===== config.mk =====
export PLATFORM = sky130hd
export DESIGN_NAME = pulse_speed_capture
export DESIGN_NICKNAME = d
export VERILOG_FILES = /design/src/rtl/psc_pkg.sv /design/src/rtl/psc_edge_front.sv /design/src/rtl/psc_divider.sv /design/src/rtl/pulse_speed_capture.sv
export SDC_FILE = /design/constraint.sdc
export NUM_CORES = 1
export LEC_CHECK = 0
export BUFFER_PORTS_ARGS = -buffer_cell sky130_fd_sc_hd__buf_2
export CAP_MARGIN = 40
export CORE_ASPECT_RATIO = 0.5
export CORE_MARGIN = 4
export CORE_UTILIZATION = 60
export DETAILED_ROUTE_END_ITERATION = 6
export PLACE_DENSITY_LB_ADDON = 0.25
export SLEW_MARGIN = 20
export SYNTH_ARGS = -nofsm -noshare
export SYNTH_HDL_FRONTEND = slang
export SYNTH_SLANG_ARGS = --single-unit

===== constraint.sdc =====
create_clock -name clk -period 5.85 [get_ports clk]
set_input_delay 0.585 -clock clk [delete_from_list [all_inputs] [get_ports clk]]
set_output_delay 0.585 -clock clk [all_outputs]
set_load 0.05 [all_outputs]

===== src/rtl/psc_pkg.sv =====
package psc_pkg;

    localparam int SPEED_LIM = 10000;
    localparam int N_MAX     = 100;

    typedef enum logic {
        PSC_SINGLE = 1'b0,
        PSC_QUAD   = 1'b1
    } psc_mode_e;

    typedef struct packed {
        logic hit;
        logic rev;
    } psc_step_t;

    function automatic logic [6:0] clamp_n(psc_mode_e m, logic [7:0] raw);
        logic [7:0] lo;
        lo = (m == PSC_QUAD) ? 8'd2 : 8'd1;
        if (raw < lo)
            return lo[6:0];
        else if (raw > 8'(N_MAX))
            return 7'(N_MAX);
        else
            return raw[6:0];
    endfunction

endpackage


===== src/rtl/psc_edge_front.sv =====
module psc_edge_front
    import psc_pkg::*;
(
    input  logic       clk,
    input  logic       rst,
    input  psc_mode_e  mode,
    input  logic       pa,
    input  logic       pb,
    output psc_step_t  step
);
    logic [1:0] sync_a, sync_b;
    logic [1:0] cur, prev;

    always_ff @(posedge clk) begin
        if (rst) begin
            sync_a <= '0;
            sync_b <= '0;
            prev   <= '0;
        end else begin
            sync_a <= {sync_a[0], pa};
            sync_b <= {sync_b[0], pb};
            prev   <= cur;
        end
    end

    assign cur = {sync_a[1], sync_b[1]};

    always_comb begin
        step = '0;
        if (mode == PSC_SINGLE) begin
            step.hit = cur[1] & ~prev[1];
        end else begin
            // only the two single-bit changes next to state 00 count
            if (prev == 2'b00 && cur == 2'b10) begin
                step.hit = 1'b1;
            end else if (prev == 2'b10 && cur == 2'b00) begin
                step.hit = 1'b1;
                step.rev = 1'b1;
            end
        end
    end
endmodule


===== src/rtl/psc_divider.sv =====
module psc_divider #(
    parameter int W = 24
) (
    input  logic         clk,
    input  logic         rst,
    input  logic         start,
    input  logic [W-1:0] num,
    input  logic [W-1:0] den,
    output logic         busy,
    output logic         done,
    output logic [W-1:0] quo
);
    localparam int CW = $clog2(W + 1);

    logic [W-1:0]  rem;
    logic [W-1:0]  den_q;
    logic [CW-1:0] left;
    logic [W:0]    trial;
    logic          fits;

    assign trial = {rem, quo[W-1]};
    assign fits  = trial >= {1'b0, den_q};

    always_ff @(posedge clk) begin
        if (rst) begin
            rem   <= '0;
            quo   <= '0;
            den_q <= '0;
            left  <= '0;
            busy  <= 1'b0;
            done  <= 1'b0;
        end else begin
            done <= 1'b0;
            if (start && !busy) begin
                rem   <= '0;
                quo   <= num;
                den_q <= den;
                left  <= CW'(W);
                busy  <= 1'b1;
            end else if (busy) begin
                if (fits) begin
                    rem <= W'(trial - {1'b0, den_q});
                end else begin
                    rem <= trial[W-1:0];
                end
                quo  <= {quo[W-2:0], fits};
                left <= left - 1'b1;
                if (left == CW'(1)) begin
                    busy <= 1'b0;
                    done <= 1'b1;
                end
            end
        end
    end
endmodule


===== src/rtl/pulse_speed_capture.sv =====
module pulse_speed_capture
    import psc_pkg::*;
#(
    parameter int F_REF_HZ    = 1_000_000,
    parameter int TIMEOUT_CYC = 1_000_000
) (
    input  logic               clk,
    input  logic               rst,
    input  logic               en,
    input  logic               res_claimed,
    input  logic               cfg_mode,
    input  logic [7:0]         cfg_n,
    input  logic               cfg_load,
    input  logic               pulse_a,
    input  logic               pulse_b,
    output logic signed [15:0] speed_hz,
    output logic signed [31:0] pulse_count,
    output logic               speed_valid,
    output logic               busy
);
    localparam int NUM_W = $clog2(N_MAX * F_REF_HZ + 1);
    localparam int EL_W  = $clog2(N_MAX * TIMEOUT_CYC + 1);
    localparam int W     = (NUM_W > EL_W) ? NUM_W : EL_W;
    localparam int TO_W  = $clog2(TIMEOUT_CYC + 1);

    psc_mode_e   mode_act;
    logic [6:0]  n_act;
    logic        running;
    logic        armed;
    logic [6:0]  win_pulses;
    logic [EL_W-1:0] elapsed;
    logic [TO_W-1:0] idle;
    logic        dir_cap;
    psc_step_t   step;

    logic         div_start, div_busy, div_done;
    logic [W-1:0] div_num, div_den, div_quo;
    logic         win_close;
    logic [15:0]  sat_mag;

    psc_edge_front u_front (
        .clk  (clk),
        .rst  (rst),
        .mode (mode_act),
        .pa   (pulse_a),
        .pb   (pulse_b),
        .step (step)
    );

    psc_divider #(.W(W)) u_div (
        .clk   (clk),
        .rst   (rst),
        .start (div_start),
        .num   (div_num),
        .den   (div_den),
        .busy  (div_busy),
        .done  (div_done),
        .quo   (div_quo)
    );

    assign win_close = running && !cfg_load && step.hit && armed
                       && (win_pulses + 7'd1 == n_act);
    assign div_start = win_close && !div_busy;
    assign div_num   = W'(n_act) * W'(F_REF_HZ);
    assign div_den   = W'(elapsed) + W'(1);
    assign sat_mag   = (div_quo > W'(SPEED_LIM)) ? 16'(SPEED_LIM) : div_quo[15:0];

    // run / conflict control
    always_ff @(posedge clk) begin
        if (rst) begin
            running <= 1'b0;
            busy    <= 1'b0;
        end else if (!en) begin
            running <= 1'b0;
            busy    <= 1'b0;
        end else if (!running && !busy) begin
            if (res_claimed) busy    <= 1'b1;
            else             running <= 1'b1;
        end
    end

    // accumulated total
    always_ff @(posedge clk) begin
        if (rst) begin
            pulse_count <= '0;
        end else if (running && step.hit) begin
            pulse_count <= step.rev ? pulse_count - 32'sd1 : pulse_count + 32'sd1;
        end
    end

    // configuration and window tracking
    always_ff @(posedge clk) begin
        if (rst) begin
            mode_act   <= PSC_SINGLE;
            n_act      <= 7'd1;
            armed      <= 1'b0;
            win_pulses <= '0;
            elapsed    <= '0;
            idle       <= '0;
            dir_cap    <= 1'b0;
        end else if (cfg_load) begin
            mode_act   <= psc_mode_e'(cfg_mode);
            n_act      <= clamp_n(psc_mode_e'(cfg_mode), cfg_n);
            armed      <= 1'b0;
            win_pulses <= '0;
            elapsed    <= '0;
            idle       <= '0;
        end else if (running) begin
            if (step.hit) begin
                idle <= '0;
                if (!armed) begin
                    armed      <= 1'b1;
                    win_pulses <= '0;
                    elapsed    <= '0;
                end else if (win_close) begin
                    win_pulses <= '0;
                    elapsed    <= '0;
                    if (div_start) dir_cap <= step.rev;
                end else begin
                    win_pulses <= win_pulses + 7'd1;
                    if (elapsed != '1) elapsed <= elapsed + 1'b1;
                end
            end else if (armed) begin
                if (elapsed != '1) elapsed <= elapsed + 1'b1;
                if (idle == TO_W'(TIMEOUT_CYC - 1)) begin
                    armed      <= 1'b0;
                    win_pulses <= '0;
                    idle       <= '0;
                end else begin
                    idle <= idle + 1'b1;
                end
            end
        end
    end

    // speed result; timeout wins over a completing division
    always_ff @(posedge clk) begin
        if (rst) begin
            speed_hz    <= '0;
            speed_valid <= 1'b0;
        end else if (running && !cfg_load && !step.hit && armed
                     && idle == TO_W'(TIMEOUT_CYC - 1)) begin
            speed_hz    <= '0;
            speed_valid <= 1'b0;
        end else if (div_done) begin
            speed_hz    <= dir_cap ? -$signed(sat_mag) : $signed(sat_mag);
            speed_valid <= 1'b1;
        end
    end
endmodule


### Word level (Yosys, flattened, before mapping)

Index checks and enable logic that the tools add are counted.

* register bits after elaboration: 209
* output and inout port bits: 50
* word-level logic and storage cells: 117

* $add $sub $neg: 8
* multiply operators: 1
* order comparisons: 4
* equality and inequality tests: 6
* mux-type cells: 36
* bitwise logic cells: 6
* reduce and logical (&&, ||, !) cells: 33

Operators by type and width (count)
* $mux W27: 8
* $mux W20: 3
* $mux W7: 7
* $add A32 B2 Y32 const B: 1
* $mux W16: 2
* $mux W32: 1
* $sub A32 B2 Y32 const B: 1
* $ge A28 B27 Y1: 1
* $add A27 B1 Y27 const B: 1
* $gt A27 B14 Y1 const B: 1
* $ne A27 B27 Y1 const B: 1
* $sub A27 B27 Y27: 1
* $mul A7 B14 Y21 const B: 1
* $add A20 B1 Y20 const B: 1
* $eq A20 B20 Y1 const B: 1
* $neg A16 Y16: 1
* $logic_and A1 B1 Y1: 13
* $mux W1: 11
* $mux W5: 2
* $gt A8 B7 Y1 const B: 1
* $lt A8 B2 Y1: 1
* $reduce_or A2 Y1: 4
* $add A7 B1 Y7 const B: 1
* $eq A7 B7 Y1: 1
* other kinds (13): 28

### Depth between registers and ports, before layout

Gate-level depths: netlist of the first run.

* word-level depth: 11
* depth in mapped cells: 16
* mapped depth without buffers: 16

### Cells and area by module

From an unflattened synthesis of the first run, not the netlist that was laid out.

* cells, all modules: 1744
* area total of the unflattened synthesis: 14041.0 um^2

Modules (own cells, without submodules)
* pulse_speed_capture: instances 1, cells each 1078, area an instance 8712.1 um^2
* psc_divider: instances 1, cells each 649, area an instance 5127.4 um^2
* psc_edge_front: instances 1, cells each 17, area an instance 201.4 um^2

### Least setup slack after synthesis of the first run

OpenSTA, ideal clock, no wires.

* kind: reg2reg
* start: register u_front.sync_a[1]
* end: register pulse_count[31]
* library setup time: 0.121 ns
* data arrival time: 4.994 ns
* slack: 0.736 ns
* cell stages (with the launch flop): 13
* path buffers: 0
* clock period less this slack: 5.114 ns
* cells stage by stage: dfxtp_1 -> nand3b_1 -> nor3_1 -> ha_1 -> a2111o_1 -> o21bai_1 -> a211oi_2 -> nor3_2 -> o2111ai_1 -> a31oi_1 -> o21a_1 -> nor3_1 -> mux2_2

RTL lines
* from (decl): RTL line psc_edge_front.sv:11 `logic [1:0] sync_a, sync_b;`
* from (signal assigned): RTL line psc_edge_front.sv:20 `sync_a <= {sync_a[0], pa};`
* to (signal assigned): RTL line pulse_speed_capture.sv:87 `pulse_count <= step.rev ? pulse_count - 32'sd1 : pulse_count + 32'sd1;`
* to (decl): RTL line pulse_speed_capture.sv:17 `output logic signed [31:0] pulse_count,`

### Final worst setup path of the first run

* start: register n_act[2]
* end: register u_div.quo[25]

* word-level cells in the longest chain between the ends: 5

RTL lines
* from (decl): RTL line pulse_speed_capture.sv:27 `logic [6:0] n_act;`
* from (signal assigned): RTL line pulse_speed_capture.sv:103 `n_act <= clamp_n(psc_mode_e'(cfg_mode), cfg_n);`
* parallel branches: the longest is 5 deep, another holds $mul A7 B14 Y21
* to (signal assigned): RTL line psc_divider.sv:36 `quo <= num;`
* to (signal assigned): RTL line psc_divider.sv:46 `quo <= {quo[W-2:0], fits};`
* to (decl): RTL line psc_divider.sv:11 `output logic [W-1:0] quo`

Several ways; the timed one is not identified.
A chain may end at the register's enable or synchronous reset.

==> metrics.md, run 1 <==
| Metric | Value |
|---|---|
| RSZ-0062 raised after global routing | false |
| Critical-path maximum fanout | 8 |
| Multi-input gate area | 8820 sq um |
| Post-DP Area | 14100 sq um |
| Cts bufs inserted | 21 |
| Worst-path cell chain | fa_1 > ha_1 > inv_1 > fa_1 > inv_1 > fa_1 > ha_1 > nand2_1 > nor2_1 > a211o_1 > a21oi_1 > o21bai_1 > a41oi_1 > xnor2_1 > a221oi_1 > nor2_1 |
| Worst slew pin tran | 985 ps |
| Crit path from | n_act[2]$_SDFFE_PP0P_ |
| Finished Cell Area | 14800 sq um |
| H-tree levels | 1 |
| Worst vdd ir | 171 uV |
| CTS tree | done |
| # nets final | 1823 |
| Number of global-route vias before repair | 11500 |
| EDFF count, synth | 0 |
| CP endpoint kind | register |
| Reg area | 4190 sq um |
| Netlist cell types | 81 |
| Status | finished clean |
| Hold_buf cts | 0 |
| # clock sinks | 209 |
| Routed Wire Length | 31700 microns |
| Worst skew pair latency | 520 ps |
| Crit Path Category | reg2reg |
| Clock Skews | 17.3 ps |
| Vias per inst | 5.94 |
| Io pins | 66 |
| WL/cell | 15.9 microns |
| DRT iter0 DRCs | 745 |
| Syn Inst Count | 1645 |
| Std-Cell Rows | 38 |
| Warnings from Yosys | 0 |
| Register area share after synthesis | 30.8% |
| GRT Total Usage | 25.5% |
| Worst R2R Start | n_act[2]$_SDFFE_PP0P_ |
| First-pass GRT wire length | 54500 microns |
| Final number of setup-violating endpoints | 0 |
| Max clock buf depth | 3 |
| Post-CTS setup buffers | 0 |
| Top FF cell, synth | dfxtp_1 |
| Endpoints failing hold | 0 |
| Largest net degree at the start of global routing | 75 |
| Core area | 21900 sq um |
| Worst EP required | 6220 ps |
| Clk root buf | clkbuf_16 |
| Quantity of gates resized following cts | 0 |
| Setup TNS | 0 ps |
| Hold path startpoint | pulse_b |
| GPL Wtd Cong | 0.886 |
| Crit path top cell by count | fa_1 |
| Vias post-DR | 11800 |
| Die width | 221 microns |
| Worst hold path type | in2reg |
| Port Buffers | 65 |
| Crit-path slowest cell | dfxtp_1 |
| Peak Freq | 227 MHz |
| Post-route minimum period | 4410 ps |
| Synth async-reset ratio | 0% |
| Startpoint Class | register |
| Mapped Nets | 1787 |
| Fillers | 1739 |
| Relative slew slack | 33.7% |
| Avg Cell Area, Syn | 8.25 sq um |
| Max Slew Vio Count | 0 |
| Worst EP arrival | 4770 ps |
| Die Span Y | 114 microns |
| Post-DP HPWL | 23000 microns |
| Worst-path clk slew | 60 ps |
| Post-layout util | 67.7% |
| Synthesized cell area | 13600 sq um |
| PD cells | 212 nW/um^2 |
| Most common library cell in the layout ignoring fill and taps | dfxtp_1 |
| Initial DRT Pass Iterations | 5 |
| #FFs+latches synth | 209 |
| Total congestion overflow | 0 |
| Maxcap violations | 0 |
| Share of post-route cells with drive strength above 1 | 9.56% |
| Area grow syn2layout | 9.38% |
| Starting density of the core | 61.9% |
| Fin crit share | 75.3% |
| Crit-path max cell delay | 550 ps |
| Post-route DRC | 0 |
| Leak | 6.05 nW |
| Detail Route Antenna Nets | 0 |
| Antenna cells | 0 |
| Most frequent cells in the layout | dfxtp_1 (208), nor2_1 (192), a21oi_1 (148) |
| Buffers & Inverters on Critical Path | 2 |
| Initial antenna violation count | 0 |
| CP top delay family | adder cells |
| Die ar. | 25200 sq um |
-- Yosys cell counts, types with 8 or more instances --
library cell,instances,area (sq um)
o21ai_0,84,420
nor2_1,192,721
a21oi_1,148,741
fa_1,14,280
nand2b_1,23,144
a211oi_1,49,368
xnor2_1,74,648
xor2_1,58,508
o21a_1,8,60.1
and3_1,18,113
o21bai_1,13,97.6
a31oi_1,25,156
inv_1,74,278
nor3_1,26,130
nand3_1,40,200
nand2_1,133,499
or3_1,16,100
clkbuf_1,52,195
nor2b_1,18,113
a21o_1,26,195
mux2i_1,47,470
dfxtp_1,209,4180
nand4_1,18,113
nor4_1,8,50.1
ha_1,112,1400
-- cells by family after synthesis --
logic type	synth area share (%)
AO/OA/AOI/OAI	19.4
XOR/XNOR	9.12
adder cells (fa/ha/maj)	12.4
buffers and inverters	4.29
flip-flops	30.8
multiplexers	3.80
AND/OR/NAND/NOR	20.1
-- layer usage --
metal  wire (microns)  GRT usage (%)  up-vias
met5                0              0        -
met4              628           6.02        0
met3             1630           4.24       55
met2            14600           43.3      327
met1            14900           34.4     5541
li1                 -              -     5925
-- through the flow --
step                      hold slack [ps]  setup slack, ps  instances  total power [mW]
final                                 299             1440       1995              3.15
after global routing                  287             1100       1995              3.28
after CTS                             281             1440       1993              3.17
after detailed placement              436             1460       1956              1.78
after global placement                433             1530       1954              1.77
after floorplan                       414              736       1645              1.71
-- state kept, by name (all words and copies together), names as in the netlist, 16 cells and up --
signal	cells
u_div.den_q	27
u_div.rem	27
elapsed	27
idle	20
pulse_count	32
u_div.quo	27
speed_hz	16
-- path summary, 6_finish.rpt --
| kind | endpoint | slack (ps) | cells after the start |
|---|---|---|---|
| max | u_div.quo[25]$_SDFFE_PP0P_ | 1440 | 16 |
| min | u_front.sync_b[0]$_SDFF_PP0_ | 300 | 2 |
| max reg2reg | u_div.quo[25]$_SDFFE_PP0P_ | 1440 | 16 |
| min reg2reg | u_front.sync_b[1]$_SDFF_PP0_ | 460 | 1 |
-- worst reg2reg max path: stages, from the launching register on --
cell      delay [ps]
dfxtp_1          550
fa_1             510
ha_1             290
inv_1             50
fa_1             520
inv_1             50
fa_1             450
ha_1             380
nand2_1           90
nor2_1            50
a211o_1          280
a21oi_1          210
o21bai_1         140
a41oi_1          260
xnor2_1           90
a221oi_1         260
nor2_1            70
-- power breakdown --
group | switching, mW | internal (mW)
registers | 0.0135 | 1.43
clock network | 0.587 | 0.806
logic | 0.188 | 0.126
-- cell type report --
type / count / area share (%)
clock buffers: 29 / 4.01
inverters: 75 / 1.90
multi-input cells: 1294 / 59.4
repair buffers: 80 / 3.20
clock inverters: 8 / 0.708
flip-flops and latches: 209 / 28.2
well taps: 300 / 2.53
Power figures use the tool's default switching activity.
==> run 2: changes to the inputs <==
CORE_UTILIZATION = 57   (was 60)
clock period = 3.5 ns   (was 5.85 ns; I/O delays follow)
==> metrics.md, run 2 (synthesized netlist as in run 1, its figures left out) <==
| Metric | Value |
|---|---|
| Number of global-route vias before repair | 11400 (-1.3%) |
| Total congestion overflow | 0 (unchanged) |
| Worst flop-to-flop path endpoint | u_div.quo[23]$_SDFFE_PP0P_ |
| Leak | 6.33 nW (+4.6%) |
| Crit path capture | u_div.quo[23]$_SDFFE_PP0P_ |
| Cts bufs inserted | 21 (unchanged) |
| R2R Setup Slk | -340 ps (-1790 ps) |
| Initial DRT Pass Iterations | 5 (unchanged) |
| Worst-path clk slew | 70 ps (about the same) |
| Worst R2R Start | n_act[2]$_SDFFE_PP0P_ |
| Vias post-DR | 12000 (+1.1%) |
| Core area | 23100 sq um (+5.3%) |
| Maxcap violations | 0 (unchanged) |
| Crit path from | n_act[2]$_SDFFE_PP0P_ |
| RSZ-0062 raised after global routing | true |
| Endpoints failing hold | 0 (unchanged) |
| Die ar. | 26500 sq um (+5.0%) |
| Worst slew pin tran | 794 ps (-190 ps) |
| Most common library cell in the layout ignoring fill and taps | dfxtp_1 |
| GPL Wtd Cong | 0.909 (+2.6%) |
| Port Buffers | 65 (unchanged) |
| Max reg flops | 32 (unchanged) |
| Max Slew Vio Count | 0 (unchanged) |
| Io pins | 66 (unchanged) |
| Antenna cells | 0 (unchanged) |
| DRT iter0 DRCs | 760 (+2.0%) |
| Crit Path Category | reg2reg |
| CTS tree | done |
| Clock Skews | 18.4 ps (+1.17 ps) |
| Worst skew pair latency | 520 ps (about the same) |
| Routed Wire Length | 32800 microns (+3.4%) |
| Final number of setup-violating endpoints | 5 (+5) |
| Post-DP HPWL | 23600 microns (+2.9%) |
| Pwr Total | 5.56 mW (+77%) |
| Startpoint Class | register |
| Worst EP required | 3880 ps (-2340 ps) |
| Worst vdd ir | 303 uV (+77%) |
| CP endpoint kind | register |
| Initial antenna violation count | 0 (unchanged) |
| Final Worst Setup Slack | -343 ps (-1790 ps) |
| Setup TNS | -1260 ps (-1260 ps) |
| Status | finished, violations left |
| Die width | 226 microns (+2.5%) |
| Fin crit share | 110% (+35 points) |
| Peak Freq | 260 MHz (+15%) |
| Std-Cell Rows | 39 (+2.6%) |
| Failing checks | setup timing |
| WL/cell | 16.0 microns (+0.67%) |
| PD cells | 358 nW/um^2 (+69%) |
| Most frequent cells in the layout | dfxtp_1 (202), nor2_1 (190), a21oi_1 (143) |
| Starting density of the core | 58.8% (-3.1 points) |
| Vias per inst | 5.85 (-1.5%) |
| Die Span Y | 117 microns (+2.4%) |
| Hold slack | 46.1 ps (-253 ps) |
| Top reg by flops | pulse_count |
| # nets final | 1870 (+2.6%) |
| # clock sinks | 209 (unchanged) |
| Hold Path Cell Cnt | 2 (unchanged) |
| Worst EP arrival | 4220 ps (-550 ps) |
| Clk root buf | clkbuf_16 |
| Fillers | 1874 (+7.8%) |
| Relative slew slack | 47.0% (+13 points) |
| GRT Total Usage | 24.3% (-1.2 points) |
| Largest net degree at the start of global routing | 57 (-24%) |
| Share of post-route cells with drive strength above 1 | 14.9% (+5.3 points) |
| First-pass GRT wire length | 54200 microns (-0.49%) |
| Depth of the worst register-to-register path | 16 (unchanged) |
| Post-route DRC | 0 (unchanged) |
| Detail Route Antenna Nets | 0 (unchanged) |
| Critical-path maximum fanout | 5 (-3) |
| Post-route minimum period | 3840 ps (-562 ps) |
| Max clock buf depth | 3 (unchanged) |
| Area grow syn2layout | 14.6% |
| H-tree levels | 1 (unchanged) |
| Worst hold path type | in2reg |
## run 2: stage by stage
stage | util (%) | instances | setup slack (ps) | instance area [sq um]
after detailed placement | 62.9 | 2003 | -370 | 14500
after global placement | 62.9 | 2003 | -310 | 14500
after global routing | 67.3 | 2049 | -467 | 15500
final | 67.3 | 2049 | -343 | 15500
after floorplan | - | 1645 | -251 | 13700
after CTS | 66.2 | 2040 | -351 | 15300
## run 2: worst min-delay path by stage
stage | start | to
after floorplan | u_front.sync_a[0]$_SDFF_PP0_ | u_front.sync_a[1]$_SDFF_PP0_
after global placement | u_front.sync_b[0]$_SDFF_PP0_ | u_front.sync_b[1]$_SDFF_PP0_
after detailed placement | u_front.sync_b[0]$_SDFF_PP0_ | u_front.sync_b[1]$_SDFF_PP0_
after CTS | pulse_b | u_front.sync_b[0]$_SDFF_PP0_
after global routing | en | running$_SDFFE_PP0P_
final | pulse_b | u_front.sync_b[0]$_SDFF_PP0_
## run 2: report_power, final
part           leakage (nW)  internal, mW  switching, mW
sequential             1.69          2.39        0.00902
clock                 0.347          1.39          0.995
combinational          4.29         0.366          0.409
total                  6.33          4.15           1.41
## run 2: area by class of cell
| type | count | area, sq um | area share [%] |
|---|---|---|---|
| inverter | 75 | 282 | 1.81 |
| sequential | 209 | 4200 | 27.0 |
| tap | 307 | 384 | 2.47 |
| multi-input combinational | 1294 | 9110 | 58.6 |
| clock inverter | 8 | 111 | 0.716 |
| clock buffer | 29 | 617 | 3.97 |
| timing repair buffer | 127 | 840 | 5.40 |
## run 2: repair_timing
| action | 4_1_cts | 5_1_grt |
|---|---|---|
| endpoints found under the hold margin | 0 | 0 |
| buffers inserted | 1 | 8 |
| pin swaps | 9 | 18 |
| endpoints found under the setup margin | 6 | 15 |
| hold buffers | 0 | 0 |
| resized for setup | 10 | 31 |
| cloned | 0 | 1 |
## run 2: layer usage
layer	track usage, %	share of wire [%]	vias to the layer above
met3	4.29	5.8	53
met5	0	0	-
met1	33.7	48	5645
met4	4.66	1.8	0
met2	40.6	44	276
li1	-	-	6007
## run 2: worst max-delay path: stages (launching register included)
cell and delay (ps):
dfxtp_4 350, fa_1 500, ha_1 320, inv_2 40
fa_1 470, inv_1 50, fa_1 480, ha_4 290
nand3_2 70, nand2_2 50, a211o_1 270, a21oi_2 150
o21bai_2 90, buf_4 150, a211oi_2 230, a31o_2 150
a211oi_2 60
